### config.mk
export PLATFORM = sky130hd
export DESIGN_NAME = fault_uvlo_supervisor
export DESIGN_NICKNAME = d
export VERILOG_FILES = /design/src/rtl/sup_pkg.sv /design/src/rtl/sup_debounce.sv /design/src/rtl/sup_cause_reg.sv /design/src/rtl/sup_uvlo_fsm.sv /design/src/rtl/fault_uvlo_supervisor.sv
export SDC_FILE = /design/constraint.sdc
export NUM_CORES = 1
export LEC_CHECK = 0
export ABC_AREA = 1
export BUFFER_PORTS_ARGS = -buffer_cell sky130_fd_sc_hd__buf_2
export CORE_MARGIN = 2
export CORE_UTILIZATION = 55
export CTS_CLUSTER_SIZE = 10
export DETAILED_ROUTE_END_ITERATION = 6
export GPL_ROUTABILITY_DRIVEN = 0
export GPL_TIMING_DRIVEN = 0
export PLACE_DENSITY = 0.78
export SYNTH_ARGS = -nofsm -noshare
export SYNTH_HDL_FRONTEND = slang
export SYNTH_SLANG_ARGS = --single-unit
export TNS_END_PERCENT = 1
### constraint.sdc
create_clock -name clk -period 1.6 [get_ports clk]
set_input_delay 0.16 -clock clk [delete_from_list [all_inputs] [get_ports clk]]
set_output_delay 0.16 -clock clk [all_outputs]
set_load 0.05 [all_outputs]
### src/rtl/sup_pkg.sv
// Package: shared types for the fault / under-voltage supervisor.
// Assumes fault index order OLP, OVP, EXT, HOT in every fault vector.
package sup_pkg;

    localparam int NUM_FAULTS = 4;
    localparam int IDX_OLP    = 0;
    localparam int IDX_OVP    = 1;
    localparam int IDX_EXT    = 2;
    localparam int IDX_HOT    = 3;

    typedef enum logic [1:0] {
        ST_OFF   = 2'd0,
        ST_RUN   = 2'd1,
        ST_LATCH = 2'd2
    } sup_state_e;

    typedef enum logic [2:0] {
        CAUSE_NONE = 3'd0,
        CAUSE_OLP  = 3'd1,
        CAUSE_OVP  = 3'd2,
        CAUSE_EXT  = 3'd3,
        CAUSE_HOT  = 3'd4
    } cause_e;

    // Priority pick among simultaneous trips: OVP, HOT, EXT, OLP.
    function automatic cause_e pick_cause(input logic [NUM_FAULTS-1:0] trip);
        cause_e c;
        c = CAUSE_NONE;
        if (trip[IDX_OVP])      c = CAUSE_OVP;
        else if (trip[IDX_HOT]) c = CAUSE_HOT;
        else if (trip[IDX_EXT]) c = CAUSE_EXT;
        else if (trip[IDX_OLP]) c = CAUSE_OLP;
        return c;
    endfunction

endpackage

### src/rtl/sup_debounce.sv
// Module: consecutive-cycle debounce for one fault flag.
// Raises trip on the N-th consecutive enabled edge with cond high.
// Assumes N >= 1; the count restarts whenever cond or en is low.
module sup_debounce #(
    parameter int unsigned N = 16
) (
    input  logic clk,
    input  logic rst_n,
    input  logic en,
    input  logic cond,
    output logic trip
);
    localparam int unsigned CW = (N > 1) ? $clog2(N) : 1;
    localparam logic [CW-1:0] LAST = CW'(N - 1);

    logic [CW-1:0] cnt;

    // Count consecutive qualified edges, saturating at LAST.
    always_ff @(posedge clk) begin
        if (!rst_n)               cnt <= '0;
        else if (!(en && cond))   cnt <= '0;
        else if (cnt != LAST)     cnt <= cnt + CW'(1);
    end

    // Window complete when the condition is still present at LAST.
    always_comb trip = en && cond && (cnt == LAST);

endmodule

### src/rtl/sup_cause_reg.sv
// Module: sticky first-fault cause register.
// Captures the highest-priority trip while armed and empty; clears on release.
module sup_cause_reg
    import sup_pkg::*;
(
    input  logic                  clk,
    input  logic                  rst_n,
    input  logic                  arm,
    input  logic                  release_req,
    input  logic [NUM_FAULTS-1:0] trip,
    output cause_e                cause
);
    // Hold the first cause until the latch is released.
    always_ff @(posedge clk) begin
        if (!rst_n)
            cause <= CAUSE_NONE;
        else if (release_req)
            cause <= CAUSE_NONE;
        else if (arm && (cause == CAUSE_NONE) && (|trip))
            cause <= pick_cause(trip);
    end

endmodule

### src/rtl/sup_uvlo_fsm.sv
// Module: lockout / run / latch state machine with startup-source control.
// Assumes supply flags are monotonic (gt12 implies gt9 implies gt6 implies gt4).
module sup_uvlo_fsm
    import sup_pkg::*;
(
    input  logic       clk,
    input  logic       rst_n,
    input  logic       vdd_gt4,
    input  logic       vdd_gt6,
    input  logic       vdd_gt9,
    input  logic       vdd_gt12,
    input  logic       any_trip,
    output sup_state_e state,
    output logic       hv_en
);
    sup_state_e state_nx;
    logic       hv_nx;

    // Next state and next startup-source value.
    always_comb begin
        state_nx = state;
        hv_nx    = hv_en;
        case (state)
            ST_OFF: begin
                if (vdd_gt12) begin
                    state_nx = ST_RUN;
                    hv_nx    = 1'b0;
                end else begin
                    hv_nx    = 1'b1;
                end
            end
            ST_RUN: begin
                if (any_trip) begin
                    state_nx = ST_LATCH;
                    hv_nx    = !vdd_gt9;
                end else if (!vdd_gt6) begin
                    state_nx = ST_OFF;
                    hv_nx    = 1'b1;
                end else begin
                    hv_nx    = 1'b0;
                end
            end
            ST_LATCH: begin
                if (!vdd_gt4) begin
                    state_nx = ST_OFF;
                    hv_nx    = 1'b1;
                end else if (vdd_gt12) begin
                    hv_nx    = 1'b0;
                end else if (!vdd_gt9) begin
                    hv_nx    = 1'b1;
                end
            end
            default: begin
                state_nx = ST_OFF;
                hv_nx    = 1'b1;
            end
        endcase
    end

    // State and startup-source registers.
    always_ff @(posedge clk) begin
        if (!rst_n) begin
            state <= ST_OFF;
            hv_en <= 1'b1;
        end else begin
            state <= state_nx;
            hv_en <= hv_nx;
        end
    end

endmodule

### src/rtl/fault_uvlo_supervisor.sv
// Module: top of the latching fault and under-voltage supervisor.
// Debounces four fault flags while running, latches the first cause,
// gates switching and drives the startup source (start, hiccup, release).
// Assumes all inputs are already synchronous to clk.
module fault_uvlo_supervisor
    import sup_pkg::*;
#(
    parameter int unsigned OLP_CYC = 2800000,
    parameter int unsigned OVP_CYC = 7500,
    parameter int unsigned EXT_CYC = 1750,
    parameter int unsigned HOT_CYC = 16
) (
    input  logic       clk,
    input  logic       rst_n,
    input  logic       vdd_gt4,
    input  logic       vdd_gt6,
    input  logic       vdd_gt9,
    input  logic       vdd_gt12,
    input  logic       vdd_gt28,
    input  logic       fb_gt_olp,
    input  logic       ext_latch_hi,
    input  logic       temp_hot,
    input  logic       brown_ok,
    output logic       sw_en,
    output logic       hv_en,
    output logic [2:0] fault_code
);
    logic [NUM_FAULTS-1:0] fault_raw;
    logic [NUM_FAULTS-1:0] trip;
    sup_state_e            state;
    cause_e                cause;
    logic                  running;
    logic                  release_req;

    // Gather raw fault flags in package index order.
    always_comb begin
        fault_raw          = '0;
        fault_raw[IDX_OLP] = fb_gt_olp;
        fault_raw[IDX_OVP] = vdd_gt28;
        fault_raw[IDX_EXT] = ext_latch_hi;
        fault_raw[IDX_HOT] = temp_hot;
    end

    always_comb running     = (state == ST_RUN);
    always_comb release_req = (state == ST_LATCH) && !vdd_gt4;

    for (genvar g = 0; g < NUM_FAULTS; g++) begin : g_db
        localparam int unsigned WIN = (g == IDX_OLP) ? OLP_CYC :
                                      (g == IDX_OVP) ? OVP_CYC :
                                      (g == IDX_EXT) ? EXT_CYC : HOT_CYC;
        sup_debounce #(.N(WIN)) i_db (
            .clk  (clk),
            .rst_n(rst_n),
            .en   (running),
            .cond (fault_raw[g]),
            .trip (trip[g])
        );
    end

    sup_cause_reg i_cause (
        .clk        (clk),
        .rst_n      (rst_n),
        .arm        (running),
        .release_req(release_req),
        .trip       (trip),
        .cause      (cause)
    );

    sup_uvlo_fsm i_fsm (
        .clk     (clk),
        .rst_n   (rst_n),
        .vdd_gt4 (vdd_gt4),
        .vdd_gt6 (vdd_gt6),
        .vdd_gt9 (vdd_gt9),
        .vdd_gt12(vdd_gt12),
        .any_trip(|trip),
        .state   (state),
        .hv_en   (hv_en)
    );

    // Switching allowed only while running on a good rail and line.
    always_comb sw_en = running && brown_ok && vdd_gt6;
    always_comb fault_code = cause;

endmodule

==> out/metrics.cfg <==
[placed_design]
io_buffers = 15
dp_slack_ns = -0.207
post-dp-hpwl_um = 4490

[route]
num_vias = 2787
drtIter0Drc = 199
dr.pass1.iters = 5
routed_wl_um = 6640
avgViaCountPerCell = 5.25
drtAntennaViolNets = 0
avgRoutedWirePerCell_um = 12.5
drc = 0

[sta]
fmaxAchievable_mhz = 624
min_period_ns = 1.60
setup_viol = 1
finalHoldViolCount = 0
final.setup_skew_ns = 0.0122
slew_violations = 0
tightest_slew_ns = 0.433
slew-limit-headroom_pct = 70.9
hold_slack_ns = 0.108
fin_crit_sh_pct = 100
rsz0062_at_grt = yes
finalWorstSetupSlack_ns = -0.00167

[global_route]
antenna_found_initial = 0
grt_max_degree = 17
grt_pass1_vias = 2516
grt_pass1_wl_um = 11000
overflow = 0
grt_use_total_pct = 22.5

[synthesis]
synth-edff-count = 0
yosys-top-cells-count = nand2_1 (82), inv_1 (60), dfxtp_1 (56)
seq_area_frac_synth_pct = 38.2
yosys_warnings = 0
syn_area_per_cell_um2 = 6.87
netlist_area_um2 = 2930
synth_area_leaders = dfxtp_1 (38%), nand2_1 (10%), inv_1 (7.7%), nor2_1 (6.8%), a21oi_1 (6.7%)
yosysTopAreaCellShare_pct = 38.2
async_flop_share_pct = 0
ys_ff_latch = 56
syn_inst = 427
ys.flop_type = dfxtp_1
synth_cell_types = 35
syn_nets = 443
yosysTopAreaCell = dfxtp_1
yosysMostFrequentCell = nand2_1

[cts]
cts.sinks = 56
insertion_delay_ns = 0.31
h-tree-depth = 2
cts_root_buf = clkbuf_8
cts_tree = yes
cts_buffer_depth = 2
clk_pin_slew_ns = 0.10
cts_made_buffers = 5

[floorplan]
initial_core_util_pct = 57.1
core-area_um2 = 5140
pin_count = 16
std_cell_rows = 26
die_x_um = 77.0
die_area_um2 = 5940
fp.dieH_um = 77.0

[pwr]
ir_worst_vdd_uv = 447
leakage_uw = 0.00120
p_per_area_nw_per_um2 = 677

[outcome]
violations = setup timing
outcome = complete, but fails checks

[worst_setup_path]
cpPeakStageDelay_ns = 0.37
r2r_setup_slack_ns = -0.002
crit_chain = ha_4 > nand2_2 > nor2_4 > inv_2 > nor2_4 > nand3_2 > nor3_4 > nand2_1 > o21ai_1 > a21oi_1
cp.arrival_ns = 1.80
setup.worst_path.start = g_db[0].i_db.cnt[1]
path_class = reg -> reg
r2r_start = g_db[0].i_db.cnt[1]
setup.worst_path.end_class = register
crit_fanout = 4
slowest_stage = dfxtp_2
path_common_cell = nor2_4
cp-endpoint = g_db[0].i_db.cnt[20]
cp.required_ns = 1.80
rr_endpoint = g_db[0].i_db.cnt[20]
reg2regPathDepth = 10
crit_path_start_kind = register

[worst_hold_path]
hold_path_class = in -> reg

[layout]
n_antenna_cell = 0
drive_gt1_share_pct = 21.0
final_nets = 476
fillCellCount = 463
area_growth_pct = 17.8

[flow_run]
drv_cap = 0

-- power breakdown --
part           switching (uW)  internal [uW]  leakage, uW  total [uW]
logic                    78.2           40.7     0.000703         119
clock network             458            353    0.0000445         811
registers                10.1           1400     0.000457        1410
-- critical path: cells and delay by family, from the launching register on --
kind | cells | cell delay (ns)
AO/OA/AOI/OAI | 2 | 0.18
adder cells (fa/ha/maj) | 1 | 0.16
buffers and inverters | 1 | 0.07
flip-flops | 1 | 0.37
AND/OR/NAND/NOR | 6 | 0.72
-- timing repair --
action,4_1_cts,5_1_grt
buffers inserted,3,8
endpoints found under the setup margin,23,36
hold buffers,0,0
pin swaps,2,5
gates resized for setup,15,39
-- state kept, by name (all words and copies together), names as in the netlist --
name,cells
i_cause.cause,3
i_fsm.hv_en,1
g_db.i_db.cnt,50
i_fsm.state,2
-- kinds of logic (layout without fill, tap and decap cells) --
group / after synthesis / after routing / synth area share (%)
fa+ha+maj: 5 / 5 / 2.13
flops: 56 / 56 / 38.2
simple gates: 222 / 222 / 36.4
compound gates: 68 / 68 / 11.9
xor+xnor: 9 / 9 / 2.69
buf+inv: 67 / 101 / 8.61
-- area by class of cell --
| cell class | count | area (um^2) | area share (%) |
|---|---|---|---|
| clock buffers | 7 | 86.3 | 2.50 |
| plain buffers | 1 | 5.00 | 0.145 |
| multi-input cells | 304 | 1720 | 49.8 |
| repair buffers | 26 | 160 | 4.63 |
| clock inverters | 1 | 7.51 | 0.217 |
| inverters | 66 | 249 | 7.20 |
| flip-flops and latches | 56 | 1140 | 33.0 |
| well taps | 70 | 87.6 | 2.53 |
-- layer usage --
| metal | vias to the layer above | wire length (um) | GRT usage, % |
|---|---|---|---|
| met4 | 0 | 127 | 6.61 |
| li1 | 1464 | - | - |
| met5 | - | 0 | 0 |
| met2 | 58 | 3140 | 38.2 |
| met1 | 1252 | 3130 | 29.7 |
| met3 | 13 | 235 | 3.53 |
-- how the worst min path moves through the flow --
stage / from / to / slack [ns] / cells past startpoint
6_report: rst_n / i_fsm.state[0] / 0.11 / 3
5_1_grt: rst_n / i_fsm.state[0] / 0.14 / 3
4_1_cts: rst_n / i_fsm.state[0] / 0.11 / 3
3_5_place_dp: rst_n / i_fsm.state[0] / 0.44 / 3
3_3_place_gp: rst_n / i_fsm.state[0] / 0.45 / 3
2_1_floorplan: rst_n / i_fsm.state[0] / 0.26 / 2
-- through the flow --
| stage | cell area, um^2 | cells | util, % | setup TNS (ns) | power, uW |
|---|---|---|---|---|---|
| 5_1_grt | 3460 | 531 | 67.2 | -1.07 | 2420 |
| 3_3_place_gp | 3100 | 512 | 60.2 | -1.89 | 1540 |
| 2_1_floorplan | 2930 | 427 | - | 0 | 1510 |
| 4_1_cts | 3260 | 523 | 63.5 | -0.00430 | 2350 |
| 3_5_place_dp | 3100 | 512 | 60.2 | -2.22 | 1550 |
| 6_report | 3460 | 531 | 67.2 | -0.00167 | 2340 |
-- cell usage in the layout, fill, tap and decap left out, types with 7 or more instances in the layout --
master / instances
nor2_1: 48
buf_2: 14
nor2_4: 7
o21ai_0: 20
buf_4: 11
inv_1: 58
nand2_1: 75
nor3_1: 14
nand2_2: 11
nand3_1: 18
nand4_1: 16
xor2_1: 8
a21oi_1: 38
dfxtp_1: 47
No activity file was read; power rests on OpenSTA's default activity.
